`src/rtl/seg_xlate_pkg.sv`:
```
package seg_xlate_pkg;
  localparam int unsigned SEG_W_DEF   = 3;
  localparam int unsigned NUM_SEG_DEF = 6;
  localparam int unsigned OFF_W_DEF   = 12;
  localparam int unsigned PA_W_DEF    = 16;

  typedef enum logic {
    XL_PASS = 1'b0,
    XL_TRAP = 1'b1
  } xl_status_e;
endpackage

```
`src/rtl/seg_table.sv`:
```
module seg_table #(
  parameter int unsigned SEG_W   = 3,
  parameter int unsigned NUM_SEG = 6,
  parameter int unsigned PA_W    = 16,
  parameter int unsigned LEN_W   = 13
) (
  input  logic             clk,
  input  logic             rst_n,
  input  logic             wr_en,
  input  logic [SEG_W-1:0] wr_seg,
  input  logic [PA_W-1:0]  wr_base,
  input  logic [LEN_W-1:0] wr_len,
  input  logic             wr_valid,
  input  logic [SEG_W-1:0] rd_seg,
  output logic [PA_W-1:0]  rd_base,
  output logic [LEN_W-1:0] rd_len,
  output logic             rd_hit
);
  logic [PA_W-1:0]  base_arr [NUM_SEG];
  logic [LEN_W-1:0] len_arr  [NUM_SEG];
  logic [NUM_SEG-1:0] vld_vec;

  for (genvar g = 0; g < NUM_SEG; g++) begin : g_ent
    logic             sel_w;
    logic             vld_q;
    logic [PA_W-1:0]  base_q;
    logic [LEN_W-1:0] len_q;

    assign sel_w = wr_en && (wr_seg == SEG_W'(g));

    always_ff @(posedge clk) begin
      if (!rst_n) begin
        vld_q  <= 1'b0;
        base_q <= '0;
        len_q  <= '0;
      end else if (sel_w) begin
        vld_q  <= wr_valid;
        base_q <= wr_base;
        len_q  <= wr_len;
      end
    end

    assign base_arr[g] = base_q;
    assign len_arr[g]  = len_q;
    assign vld_vec[g]  = vld_q;
  end

  always_comb begin
    rd_base = '0;
    rd_len  = '0;
    rd_hit  = 1'b0;
    for (int e = 0; e < NUM_SEG; e++) begin
      if (rd_seg == SEG_W'(e)) begin
        rd_base = base_arr[e];
        rd_len  = len_arr[e];
        rd_hit  = vld_vec[e];
      end
    end
  end
endmodule

```
`src/rtl/seg_check.sv`:
```
module seg_check
  import seg_xlate_pkg::*;
#(
  parameter int unsigned OFF_W = 12,
  parameter int unsigned PA_W  = 16,
  parameter int unsigned LEN_W = OFF_W + 1
) (
  input  logic             hit,
  input  logic [PA_W-1:0]  base,
  input  logic [LEN_W-1:0] len,
  input  logic [OFF_W-1:0] off,
  output xl_status_e       status,
  output logic [PA_W-1:0]  addr
);
  localparam int unsigned PAD_W = PA_W - OFF_W;

  logic             over_w;
  logic [PA_W-1:0]  off_ext;

  assign over_w  = {1'b0, off} >= len;
  assign off_ext = {{PAD_W{1'b0}}, off};

  always_comb begin
    if (!hit || over_w) begin
      status = XL_TRAP;
      addr   = '0;
    end else begin
      status = XL_PASS;
      addr   = base + off_ext;
    end
  end
endmodule

```
`src/rtl/seg_out_stage.sv`:
```
module seg_out_stage
  import seg_xlate_pkg::*;
#(
  parameter int unsigned PA_W = 16
) (
  input  logic            clk,
  input  logic            rst_n,
  input  logic            in_valid,
  output logic            in_ready,
  input  xl_status_e      in_status,
  input  logic [PA_W-1:0] in_addr,
  output logic            out_valid,
  input  logic            out_ready,
  output logic            out_fault,
  output logic [PA_W-1:0] out_addr
);
  assign in_ready = !out_valid || out_ready;

  always_ff @(posedge clk) begin
    if (!rst_n) begin
      out_valid <= 1'b0;
      out_fault <= 1'b0;
      out_addr  <= '0;
    end else if (in_ready) begin
      out_valid <= in_valid;
      if (in_valid) begin
        out_fault <= (in_status == XL_TRAP);
        out_addr  <= in_addr;
      end
    end
  end
endmodule

```
`src/rtl/seg_xlate.sv`:
```
module seg_xlate
  import seg_xlate_pkg::*;
#(
  parameter int unsigned SEG_W   = SEG_W_DEF,
  parameter int unsigned NUM_SEG = NUM_SEG_DEF,
  parameter int unsigned OFF_W   = OFF_W_DEF,
  parameter int unsigned PA_W    = PA_W_DEF,
  localparam int unsigned LEN_W  = OFF_W + 1
) (
  input  logic             clk,
  input  logic             rst_n,
  input  logic             wr_en,
  input  logic [SEG_W-1:0] wr_seg,
  input  logic [PA_W-1:0]  wr_base,
  input  logic [LEN_W-1:0] wr_len,
  input  logic             wr_valid,
  input  logic             req_valid,
  output logic             req_ready,
  input  logic [SEG_W-1:0] req_seg,
  input  logic [OFF_W-1:0] req_off,
  output logic             rsp_valid,
  input  logic             rsp_ready,
  output logic [PA_W-1:0]  rsp_addr,
  output logic             rsp_fault
);
  logic [PA_W-1:0]  tb_base;
  logic [LEN_W-1:0] tb_len;
  logic             tb_hit;
  xl_status_e       ck_status;
  logic [PA_W-1:0]  ck_addr;

  seg_table #(
    .SEG_W(SEG_W), .NUM_SEG(NUM_SEG), .PA_W(PA_W), .LEN_W(LEN_W)
  ) u_table (
    .clk(clk), .rst_n(rst_n),
    .wr_en(wr_en), .wr_seg(wr_seg), .wr_base(wr_base),
    .wr_len(wr_len), .wr_valid(wr_valid),
    .rd_seg(req_seg), .rd_base(tb_base), .rd_len(tb_len), .rd_hit(tb_hit)
  );

  seg_check #(
    .OFF_W(OFF_W), .PA_W(PA_W), .LEN_W(LEN_W)
  ) u_check (
    .hit(tb_hit), .base(tb_base), .len(tb_len), .off(req_off),
    .status(ck_status), .addr(ck_addr)
  );

  seg_out_stage #(
    .PA_W(PA_W)
  ) u_out (
    .clk(clk), .rst_n(rst_n),
    .in_valid(req_valid), .in_ready(req_ready),
    .in_status(ck_status), .in_addr(ck_addr),
    .out_valid(rsp_valid), .out_ready(rsp_ready),
    .out_fault(rsp_fault), .out_addr(rsp_addr)
  );
endmodule

```
`config.mk`:
```
export PLATFORM = sky130hd
export DESIGN_NAME = seg_xlate
export DESIGN_NICKNAME = d
export VERILOG_FILES = /design/src/rtl/seg_xlate_pkg.sv /design/src/rtl/seg_table.sv /design/src/rtl/seg_check.sv /design/src/rtl/seg_out_stage.sv /design/src/rtl/seg_xlate.sv
export SDC_FILE = /design/constraint.sdc
export NUM_CORES = 1
export LEC_CHECK = 0
export ABC_AREA = 1
export BUFFER_PORTS_ARGS = -buffer_cell sky130_fd_sc_hd__buf_2
export CAP_MARGIN = 25
export CORE_MARGIN = 2
export CORE_UTILIZATION = 35
export DETAILED_ROUTE_END_ITERATION = 10
export HOLD_SLACK_MARGIN = 0.02
export PLACE_DENSITY = 0.61
export SLEW_MARGIN = 10
export SYNTH_ARGS = -nofsm -noshare
export SYNTH_HDL_FRONTEND = slang
export SYNTH_SLANG_ARGS = --single-unit
```
`constraint.sdc`:
```
create_clock -name clk -period 3.2 [get_ports clk]
set_clock_uncertainty 0.05 [all_clocks]
set_input_delay 0.16 -clock clk [delete_from_list [all_inputs] [get_ports clk]]
set_output_delay 0.16 -clock clk [all_outputs]
set_load 0.05 [all_outputs]
```
# After elaboration in Yosys (flattened, before gate mapping)
# Cells that the tools add are included.
# word_totals
wordCells	66
out_inout_bits	19
reg_bits	198
in_bits	53
# op_classes
mux	20
eq_ne	10
n_addsub	1
order_cmp	1
n_reduce_logical	13
# op_table
operator	n
$mux 16	7
$mux 13	6
$add 16x12->16	1
$ge 12x13->1	1
$eq 3x2->1 const B	4
$eq 3x3->1 const B	4
$mux 1	7
$eq 3x1->1 const B	2
$logic_and 1x1->1	6
$logic_not 3->1	2
$logic_not 1->1	2
$logic_or 1x1->1	2
$reduce_and 2->1	1

# Longest topological paths before layout
# Gate-level depths: netlist of the first run.
# logic_depth
depth_word	10
mapped_depth	25
mapped_depth_nobuf	22

# Modules after synthesis
# A second synthesis of the first run with hierarchy kept.
# unflattened
cells_unflattened	1449
area_unflattened_um2	9644.2
# modules_own_cells
mod	area_each_um2	cells_each	seq_area_each_um2	n_inst
seg_table	7561.0	1100	3603.5	1
seg_check	1244.9	233	0.0	1
seg_out_stage	838.3	116	360.3	1

# Worst setup path after synthesis of the first run
# No wires, ideal clock.
# synth_timing
path_kind	input port to flip-flop
from	input port req_seg[0]
to	register u_out.out_addr[13]
stages	23
arrival_ns	2.625
n_path_buf	3
path_slack_ns	0.455
required_ns	3.080
setup_time_ns	0.070
path_cell_list	buf_2 -> inv_2 -> nor2_4 -> inv_1 -> buf_1 -> o2111ai_1 -> a221oi_1 -> ha_1 -> nand2_1 -> inv_1 -> a21oi_1 -> nand2_1 -> nor2_1 -> nand2_1 -> nand2_1 -> nand2_1 -> nand2_1 -> nand2_1 -> nand2_1 -> and2_4 -> buf_6 -> nand2_1 -> a21oi_1
# synth_between
elab_chain_cells	10
word_cells_on_any_way	29
# synth_lines
item	line_no	source
from (decl)	seg_xlate.sv:19	input logic [SEG_W-1:0] req_seg,
$logic_not 3->1	seg_table.sv:53	if (rd_seg == SEG_W'(e)) begin
$mux 13 or $mux 1 (tied branches) (6 in a row)	seg_table.sv:53	
$ge 12x13->1 or $logic_not 1->1 (tied branches)	seg_check.sv:20, seg_check.sv:24	
$logic_or 1x1->1	seg_check.sv:24	if (!hit || over_w) begin
$mux 16 *	seg_check.sv:24	
to (signal assigned)	seg_out_stage.sv:28	out_addr <= in_addr;
to (decl)	seg_out_stage.sv:15	output logic [PA_W-1:0] out_addr
# Every way passes the cells marked *; elsewhere a longest branch is shown, timed or not.
# A chain may end at the register's enable or synchronous reset.

# Final worst setup path of the first run
# layout_timing
from	input port req_seg[2]
to	register u_out.out_addr[7]
# The elaborated chain is that of the path after synthesis.

==> results.md, run 1 <==
- The run finished with clean final reports.
- The cell type with the highest occurrence count on the critical path is sky130_fd_sc_hd__nand2_1.
- The number of unique standard cell types used by synthesis is 35.
- The global route total overflow is 0.
- In this design, the stage delay of the slowest critical-path cell is 460 ps.
- The total detailed-routing wirelength is 27.7 mm.
- The Yosys step of the flow raised 0 warnings.
- Synthesis produced a netlist with a net count of 1311.
- The initial antenna violation count was 2.
- The nature of the critical path endpoint is a register.
- The count of maximum capacitance violations is 0.
- For the worst-skew pair, the clock arrives at the later sink with an insertion delay of 440 ps.
- The worst setup path is of the in2reg kind.
- The level count of the clock H-tree is 4.
- The worst pin sits at a relative slew slack of 40.4%.
- The overall die area is 26600 um2.
- In this run the worst hold path is classified as in2reg.
- The number of sinks driven by the clock tree is 198.
- The detailed router finished its first iteration with 867 violations.
- Setup repair after global routing left no endpoint under its margin.
- The worst path buffer plus inverter count is 5.
- Counting flops with a built-in enable in the synthesized netlist gives 0.
- The count of mapped cells out of synthesis is 1233.
- The die is 163 um tall.
- The core footprint is 25000 um2.
- The share of total power dissipated in sequential elements is 48.6%.
- The largest net degree at the start of global routing is 81.
- The setup-violating endpoint count in the final report is 0.
- The fraction of the yosys area taken by sequential cells is 44.8%.
- For this configuration, the core starts out at a cell density of 35.4%.
- The final setup TNS is 0 ps.
- The final hold violation count is 0.
- Clock tree synthesis inserted a total of 17 buffers.
- The static leakage is 4.53 nW.
- In the final design database the tool counted 1395 nets.
- Of the total power, the share spent switching nets is 26.6%.
- By area the synthesized netlist is led by sky130_fd_sc_hd__dfxtp_1 (45%), sky130_fd_sc_hd__nor2_1 (14%), sky130_fd_sc_hd__o21ai_0 (11%).
- The fraction of the core area covered by cells at the end of the flow is 42.3%.
- TritonCTS built the clock tree.
- Of the total power, the clock network draws 40.4%.
- Of the total power, combinational logic draws 11.1%.
- Counting along the longest clock path gives a buffer depth of 2.
- The total number of vias is 8518.
- The cell sitting at the root of the clock tree is a sky130_fd_sc_hd__clkbuf_16.
- The number of global-route vias before repair is 7956.
- On the critical path, the stage with the largest delay is an instance of sky130_fd_sc_hd__a221oi_1.
- The antenna violation net count after detailed routing is 0.
- Post-CTS repair changed the size of 0 cells.
- The element type at the critical path start is a primary input.
- The max-slew violation count came to 0.
- The upper clock frequency limit is 366 MHz.
- The cell area after synthesis is 8860 um2.
- Compared with the post-synthesis result, the final layout area differs by 19.6%.
- In this run the biggest area consumer among cell types represents 44.8% of the synthesized area.
- The wire length of the first global-routing pass is 43.6 mm.
- The time the final worst path needs with I/O delays and setup is 2730 ps.
- The combined global-route utilization of all metal layers is 21.1%.
- At the worst endpoint, the arrival time is 3050 ps.
- Dividing the detail-routed wire length by the instance count gives 16.7 um.
- The post-synthesis average cell area is 7.18 um2.
- The number of vias per cell is 5.13.
- The worst-margin pin slew is 893 ps.
- Along the worst path, the maximum fanout reaches 13.
- The I/O pin count is 72.
- The count of buffers from port buffering is 71.
- Dividing the final minimum period by the clock period gives 85.4%.
- At the end of routability-driven placement, the weighted congestion stood at 0.854.
- Counting flops and latches in the post-synthesis netlist gives 198.
- For this design the total switching power over the nets is 1.41 mW.
- Summed over all instances, the cell type with the most area after synthesis is sky130_fd_sc_hd__dfxtp_1.
- The cell type group with the largest total delay on the critical path is simple AND/OR/NAND/NOR gates.
- At the worst endpoint, the required time is 3510 ps.
- Walking the worst path, the cells encountered are buf_2 -> inv_2 -> nand2_1 -> nor2_4 -> inv_1 -> buf_12 -> o2111ai_1 -> a221oi_1 -> ha_1 -> nand2_1 -> inv_1 -> a21oi_1 -> nand2_1 -> nor2_1 -> nand2_1 -> nand2_1 -> nand2_1 -> nand2_1 -> nand2_1 -> nand2_1 -> and2_4 -> nand2_1 -> a21oi_1.
- Cells with a size suffix above 1 make up 11.9% of the layout.
- The horizontal die dimension is 163 um.
- The post-detailed-placement half-perimeter wirelength is 17.5 mm.
- The final routed DRC violation total is 0.
- The CTS clock-pin slew for the worst setup and hold paths is 70 ps.
- The power per cell area is 502 nW/um2.
- The cell row count is 58.
- The first-pass iteration count of the detailed router is 5.
- For this run, asynchronously set or reset flops after synthesis account for 0%.
- Once the clock tree was built, the setup fixing pass inserted 0 buffers.
- The worst ir drop on vdd is 340 uV.
- The internal power consumption is 3.91 mW.
- The most used flip-flop cell after synthesis is sky130_fd_sc_hd__dfxtp_1.
## path summary, 6_finish.rpt
check | end | cells after the start | slack [ps] | startpoint
setup / recovery | u_out.out_addr[7] | 23 | 470 | req_seg[2]
hold / removal | u_table.g_ent[0].len_q[12] | 3 | 130 | rst_n
setup reg to reg | u_out.out_addr[7] | 18 | 620 | u_table.g_ent[0].len_q[7]
hold reg to reg | u_table.g_ent[3].base_q[14] | 2 | 400 | u_table.g_ent[3].base_q[14]
## what timing repair did
item | 4_1_cts | 5_1_grt
endpoints found under the hold margin | 138 | 0
hold buffers | 31 | 0
setup endpoints to repair | 0 | 0
## cells by family after synthesis
logic type	Yosys count	synth area share, %
AND/OR/NAND/NOR	497	22.3
adder cells (fa/ha/maj)	25	3.62
XOR/XNOR	10	0.989
buffers and inverters	162	7.13
flip-flops	198	44.8
AO/OA/AOI/OAI	341	21.2
## routing by layer
layer	up-vias	GRT usage, %	routed length (um)
li1	4233	-	-
met1	3981	29.5	13000
met2	281	33.7	12600
met3	23	3.58	1740
met4	0	5.23	335
met5	-	0	0
## synth_stat cells (all sizes together), types with 5 or more instances
| master | count |
|---|---|
| clkbuf | 66 |
| nor2 | 323 |
| a31oi | 9 |
| dfxtp | 198 |
| a221oi | 7 |
| nor3 | 5 |
| o2111ai | 9 |
| inv | 88 |
| buf | 7 |
| o21ai | 196 |
| nand4 | 9 |
| ha | 24 |
| nand3 | 19 |
| a21oi | 84 |
| xnor2 | 6 |
| a22oi | 24 |
| nand2 | 136 |
## worst register-to-register path, delay by kind of cell (launching register included)
family	cells	cell delay [ps]
AND/OR/NAND/NOR	12	930
AO/OA/AOI/OAI	4	850
adder cells (fa/ha/maj)	1	340
flip-flops	1	310
buffers and inverters	1	40
## area by class of cell
class,count,area (um2)
fillers,2605,14400
multi-input cells,873,4280
flip-flops and latches,198,3960
repair buffers,138,1010
clock buffers,17,425
well taps,330,413
inverters,89,334
clock inverters,15,158
diodes,2,5.00
## sequential cells by signal (all words and copies together) (netlist names)
register / flops
u_out.out_addr: 16
u_out.out_fault: 1
u_out.out_valid: 1
u_table.g_ent.base_q: 96
u_table.g_ent.len_q: 78
u_table.g_ent.vld_q: 6
## metrics by stage
step	cell area, um2	std cells	worst slack [ps]	hold slack, ps	power (mW)
finish	10600	1662	467	125	5.32
global route	10600	1661	304	138	5.51
CTS	10600	1659	562	104	5.35
detailed placement	9660	1596	109	385	3.19
global placement	9660	1596	192	383	3.18
floorplan	8860	1233	455	245	2.97
## placed cells by master, fill, tap and decap left out, types with 17 or more instances in the layout
cell type,instances
sky130_fd_sc_hd__nand3_1,18
sky130_fd_sc_hd__dlygate4sd3_1,31
sky130_fd_sc_hd__inv_1,82
sky130_fd_sc_hd__a22oi_1,24
sky130_fd_sc_hd__a21oi_1,84
sky130_fd_sc_hd__buf_2,70
sky130_fd_sc_hd__clkbuf_16,17
sky130_fd_sc_hd__ha_1,24
sky130_fd_sc_hd__nor2_1,318
sky130_fd_sc_hd__dfxtp_1,198
sky130_fd_sc_hd__buf_4,32
sky130_fd_sc_hd__o21ai_0,191
sky130_fd_sc_hd__nand2_1,136
## power by group through the flow
stage               combinational, mW  sequential, mW  clock, mW
floorplan                       0.323            2.64          0
global placement                0.543            2.64          0
detailed placement              0.550            2.64          0
CTS                             0.582            2.58       2.18
global route                    0.654            2.59       2.27
finish                          0.588            2.58       2.15
Power figures use the tool's default switching activity.
==> run 2: changes to the inputs <==
PLACE_DENSITY = not set   (was 0.61)
PLACE_DENSITY_LB_ADDON = 0.15   (was not set)
==> results.md, run 2 (synthesis gave the netlist of run 1 again) <==
- The flow ran to the end, and the final reports show no timing, DRC or antenna violations.
- The first-pass iteration count of the detailed router is 5.
- Summed over all layers, the global routing overflow is 0.
- Along the worst path, the maximum fanout reaches 4.
- The overall die area is 26600 um2.
- The cell at the root of the clock tree is sky130_fd_sc_hd__clkbuf_16.
- The nature of the critical path endpoint is a register.
- The level count of the clock H-tree is 4.
- For the worst setup path, the data required time is 3510 ps.
- For this design the ratio of total power to cell area is 511 nW/um2.
- Buffers inserted to repair hold after CTS numbered 29.
- The number of cells on the worst reg-to-reg path is 16.
- Routability-driven placement finished with a final weighted congestion of 0.805.
- Setup violations remaining at the end of the flow were counted as 0.
- By startpoint and endpoint, the worst setup path is classified as reg2reg.
- The CTS tree is built.
- The horizontal die dimension is 163 um.
- Clock tree synthesis found a total of 198 sinks.
- Headroom to the max-slew limit came out at 38.3%.
- The setup slack of the worst register-to-register path is 540 ps.
- The final hold violation count is 0.
- The number of flip-flops under the largest register name is 96.
- VDD sags by at most 265 uV.
- The maximum buffer depth of the clock tree is 2.
- The initial utilization of the core area, before any placement, comes to 35.4%.
- Entering global routing, the biggest net connects 127 pins.
- The count of buffers from port buffering is 71.
- The detail-routed net length per standard cell is 17.1 um.
- The first global-routing pass estimated 44.8 mm of wire.
- Of the available clock period, the critical path in the final layout requires 83.2%.
- Once the clock tree was built, the resizer swapped 0 gates to a different size.
- The number of nets in the layout is 1389.
- The final setup TNS is 0 ps.
- Pin placement for this block handled 72 I/O pins.
- In the final layout, the share of cells above drive strength 1 is 11.6%.
- The number of clock buffers inserted by TritonCTS is 17.
- The max-slew violation count came to 0.
- The combined global-route utilization of all metal layers is 21.8%.
- In the routed design, unresolved DRC markers number 0.
- The initial antenna violation count was 0.
- The post-CTS setup repair buffer count is 0.
- Derived from the worst setup path, the maximum achievable clock frequency is 376 MHz.
- Setup repair after global routing left no endpoint under its margin.
- Across the run, the number of max-cap violations was 0.
- The worst hold path terminates at u_table.g_ent[2].base_q[4].
- Summed over all nets, the half-perimeter wirelength after detailed placement is 17.7 mm.
- After layout, the design draws a total of 5.41 mW.
- The most common cell after layout, fill and taps aside is sky130_fd_sc_hd__nor2_1.
- The hold path startpoint is wr_base[4].
- The worst-margin pin slew is 924 ps.
- u_table.g_ent.base_q holds more flip-flops than any other register.
- The total number of vias is 8316.
- The worst register-to-register path ends at u_out.out_addr[15].
- The clock insertion delay at the later pin of the skew report is 450 ps.
- The total detailed-routing wirelength is 28.4 mm.
- STA classifies the critical path startpoint as a register.
- The core footprint is 25000 um2.
- In this run the static leakage power is 4.52 nW.
- The height of the die is 163 um.
- After clock tree synthesis, the clock-pin slew on the worst setup and hold paths is 70 ps.
- At the worst endpoint, the arrival time is 2980 ps.
- In the layout the commonest cells are sky130_fd_sc_hd__nor2_1 (318), sky130_fd_sc_hd__dfxtp_1 (198), sky130_fd_sc_hd__o21ai_0 (191).
- The antenna violation net count after detailed routing is 0.
- The startpoint of the most critical register-to-register path is u_table.g_ent[2].base_q[1].
- The cell count of the worst hold path is 3.
- The min-delay analysis places its worst path in the category in2reg.
- Compared with the post-synthesis result, the final layout area differs by 19.3%.
- Dividing the detail-routed via count by the number of cells gives 5.03.
- The number of antenna diodes is 0.
- The routed design could run at a clock period as short as 2660 ps.
- In the final layout, the registers with the most flip-flops are u_table.g_ent.base_q x96, u_table.g_ent.len_q x78, u_out.out_addr x16.
- The first routing iteration left 732 violations.
- The number of global-route vias before repair is 7944.
- In this run the core area contains 58 standard-cell rows.
==> run 2: worst max path at each step <==
stage	startpoint	end	slack (ps)	cells past startpoint
2_1_floorplan	req_seg[0]	u_out.out_addr[13]	450	23
3_3_place_gp	req_seg[0]	u_out.out_addr[6]	130	23
6_report	u_table.g_ent[2].base_q[1]	u_out.out_addr[15]	540	16
5_1_grt	req_seg[0]	u_out.out_addr[1]	210	23
4_1_cts	u_table.g_ent[2].base_q[1]	u_out.out_addr[15]	510	16
3_5_place_dp	req_seg[0]	u_out.out_addr[11]	100	23
==> run 2: worst max-delay path, cell delays in order (launching register included) <==
cell,delay [ps]
sky130_fd_sc_hd__dfxtp_1,300
sky130_fd_sc_hd__inv_1,70
sky130_fd_sc_hd__o22ai_1,90
sky130_fd_sc_hd__a221oi_1,220
sky130_fd_sc_hd__nand2_1,90
sky130_fd_sc_hd__o21a_1,170
sky130_fd_sc_hd__ha_1,290
sky130_fd_sc_hd__nand2_1,40
sky130_fd_sc_hd__o21ai_0,440
sky130_fd_sc_hd__nand3_1,130
sky130_fd_sc_hd__nand3_1,150
sky130_fd_sc_hd__nand3_1,80
sky130_fd_sc_hd__nand2_1,150
sky130_fd_sc_hd__nand2_1,70
sky130_fd_sc_hd__nand2_1,60
sky130_fd_sc_hd__nand4_1,70
sky130_fd_sc_hd__a21oi_1,130
==> run 2: final cells by class <==
type / count / area (um2)
Fill cell: 2598 / 14500
Sequential cell: 198 / 3960
Timing Repair Buffer: 132 / 971
Clock buffer: 18 / 439
Multi-Input combinational cell: 873 / 4280
Clock inverter: 14 / 168
Inverter: 89 / 334
Tap cell: 330 / 413
==> run 2: layer usage <==
layer / GRT usage (%) / share of wire [%] / vias to the layer above
met1: 30.2 / 49 / 3868
li1: - / - / 4220
met3: 3.38 / 4.5 / 40
met5: 0 / 0 / -
met2: 34.5 / 44 / 188
met4: 7.84 / 2.5 / 0
==> run 2: stage by stage <==
step	instances	worst slack [ps]	util, %	hold slack, ps	area, um2
2_1_floorplan	1233	455	-	245	8860
3_3_place_gp	1592	130	38.5	384	9650
3_5_place_dp	1592	101	38.5	385	9650
4_1_cts	1653	515	42.1	21.7	10500
5_1_grt	1654	209	42.2	42.5	10600
6_report	1654	538	42.2	29.9	10600
==> run 2: power breakdown <==
part           internal [mW]  leakage [nW]  total (mW)  switching [mW]
Sequential              2.55          1.61        2.58          0.0369
Clock                   1.20         0.288        2.24            1.04
Combinational          0.203          2.63       0.588           0.385
==> run 3: changes to the inputs <==
clock period = 2.4 ns   (was 3.2 ns; I/O delays follow)
==> results.md, run 3 (synthesis gave the netlist of run 1 again) <==
- The required arrival time at the worst endpoint is 2710 ps.
- The internal power consumption is 5.48 mW.
- The detail-routed net length per standard cell is 17.1 um.
- Measured against its own limit, the worst slew margin works out to 32.2%.
- The level count of the clock H-tree is 4.
- The share of total power dissipated in the clock network is 40.9%.
- The initial antenna violation count is 0.
- The first TritonRoute pass finished after 5 iterations.
- In this run the count of I/O pins placed on the die edge is 72.
- Setup slack on the critical path of the routed design comes to -15.7 ps.
- The number of vias per cell is 5.01.
- The register with the most flip-flops in the layout has 96 of them.
- The number of sinks driven by the clock tree is 198.
- Leaving out fill and tap cells, the most frequent cell in the layout is sky130_fd_sc_hd__nor2_1.
- The type of the tightest min-delay check is in2reg.
- The first global-routing pass estimated 46.1 mm of wire.
- The run finished, with violations left.
- Clock-pin slew was measured on the worst setup and hold paths at 80 ps.
- The type of the worst setup path is reg2reg.
- The final hold violation count came to 0.
- The count of maximum capacitance violations is 0.
- The nature of the critical path endpoint is a register.
- The largest registers in the layout are u_table.g_ent.base_q x96, u_table.g_ent.len_q x78, u_out.out_addr x16.
- After global routing the overflow that remains totals 0.
- The area overhead of the layout relative to synthesis is 30.0%.
- The total power consumption of the routed design is 7.44 mW.
- Dividing the final minimum period by the clock period gives 101%.
- Along the worst path, the maximum fanout reaches 4.
- The combined global-route utilization of all metal layers is 22.4%.
- The floorplan has 58 rows.
- The static leakage is 5.00 nW.
- For this design the ratio of total power to cell area is 646 nW/um2.
- The CTS tree is built.
- The net switching share of the total power is 26.4%.
- The worst-margin pin slew is 1020 ps.
- The overall die area is 26600 um2.
- Combinational logic burns 12.8% of the power.
- Leaving out fill and tap cells, the most frequent cells in the layout are sky130_fd_sc_hd__nor2_1 (315), sky130_fd_sc_hd__dfxtp_1 (193), sky130_fd_sc_hd__o21ai_0 (184).
- The upper clock frequency limit is 414 MHz.
- Fill cells in the final layout number 2530.
- The largest net degree at the start of global routing is 70.
- The total detailed-routing wirelength is 29.7 mm.
- The root buffer cell chosen for the clock tree is sky130_fd_sc_hd__clkbuf_16.
- Data on the critical path arrives at its endpoint at 2730 ps.
- The time the final worst path needs with I/O delays and setup is 2420 ps.
- The sequential fraction of design power is 46.3%.
- At the placement stage, the worst setup path has a slack of -597 ps.
- The number of global-route vias before repair was 8211.
- The switching power total is 1.96 mW.
- The element type at the critical path start is a register.
- Ranked by flip-flop count, first place goes to u_table.g_ent.base_q.
- The max-slew violation count came to 0.
- Measured along the x axis, the die boundary spans 163 um.
- Once layout is complete, the cells apart from fillers number 1733.
- In this run, the number of DRC markers left after iteration 0 of detailed routing was 709.
- The area taken by flip-flops and latches is 3970 um2.
- The detailed router placed 8689 vias in this run.
- The maximum buffer depth of the clock tree is 2.
- Setup repair after global routing could not meet its margin everywhere.
- The total area inside the core boundary comes to 25000 um2.
- The final worst hold slack is 129 ps.
- In this run the vertical extent of the chip is 163 um.
- The final setup TNS is -26.8 ps.
- Summing all multi-input logic gate instances after layout gives 4530 um2.
- The number of nets in the layout is 1469.
- The count of buffers from port buffering is 71.
- The checks that failed: negative setup slack.
- The number of clock buffers inserted by TritonCTS is 17.
- The final weighted congestion of routability-driven global placement is 0.851.
- The final routed DRC violation total is 0.
- IR analysis of the VDD net gives a maximum drop of 435 uV.
- The setup slack of the worst register-to-register path is -20 ps.
- The instance count after placement with tap cells included is 1655.
- The share of final-layout standard cells stronger than drive strength 1 is 20.6%.
- The post-detailed-placement half-perimeter wirelength is 19.3 mm.
- Setup violations remaining at the end of the flow were counted as 2.
- The clock insertion delay at the later pin of the skew report is 440 ps.
- The antenna violation net count after detailed routing is 0.
- The number of antenna diodes is 0.
- Once the floorplan was initialized, standard cells occupied 35.4% of the core.
run 3: metrics by stage:
step / utilization, % / cell area [um2]
2_1_floorplan: - / 8950
3_3_place_gp: 40.6 / 10200
3_5_place_dp: 40.6 / 10200
4_1_cts: 44.7 / 11200
5_1_grt: 46.0 / 11500
6_report: 46.0 / 11500
run 3: worst paths after layout:
| check | to | from | cells past startpoint |
|---|---|---|---|
| worst min-delay path | u_table.g_ent[3].vld_q | rst_n | 3 |
| worst max register to register | u_out.out_addr[13] | u_table.g_ent[0].base_q[3] | 14 |
| worst max-delay path | u_out.out_addr[13] | u_table.g_ent[0].base_q[3] | 14 |
| worst min register to register | u_table.g_ent[3].len_q[2] | u_table.g_ent[3].len_q[2] | 2 |
run 3: layer usage:
metal / track usage [%] / share of wire (%)
met1: 31.7 / 49
met2: 36.1 / 45
met3: 3.28 / 4.7
met4: 5.23 / 1.2
met5: 0 / 0
run 3: timing repair:
action,in CTS,in global routing
resized for setup,22,58
hold buffers,31,0
endpoints found under the setup margin,17,17
gates cloned,0,1
hold endpoints to repair,167,0
pin swaps,12,24
buffers inserted,1,14
run 3: final cells by class:
type	instances	share of cell area, %
clock buffers	20	3.97
clock inverters	11	1.28
inverters	89	3.05
multi-input cells	874	39.4
flip-flops and latches	198	34.5
well taps	330	3.59
repair buffers	211	14.3
run 3: worst max-delay path, stage by stage, from the launching register on:
cell and delay [ps]:
sky130_fd_sc_hd__dfxtp_1 320, sky130_fd_sc_hd__a22oi_1 190, sky130_fd_sc_hd__o211ai_1 130, sky130_fd_sc_hd__a21oi_1 150
sky130_fd_sc_hd__nand2_1 130, sky130_fd_sc_hd__ha_1 380, sky130_fd_sc_hd__nand2_1 90, sky130_fd_sc_hd__nor2_2 170
sky130_fd_sc_hd__nand3_2 110, sky130_fd_sc_hd__nand3_2 100, sky130_fd_sc_hd__nand3_1 90, sky130_fd_sc_hd__nand2_2 120
sky130_fd_sc_hd__xnor2_1 130, sky130_fd_sc_hd__nand2_1 80, sky130_fd_sc_hd__a21oi_1 120
run 3: power groups by stage:
stage	clock [mW]	sequential (mW)	combinational [mW]
3_5_place_dp	0	3.52	0.843
2_1_floorplan	0	3.53	0.446
4_1_cts	3.09	3.44	0.903
3_3_place_gp	0	3.52	0.838
5_1_grt	3.21	3.46	1.05
6_report	3.04	3.45	0.953
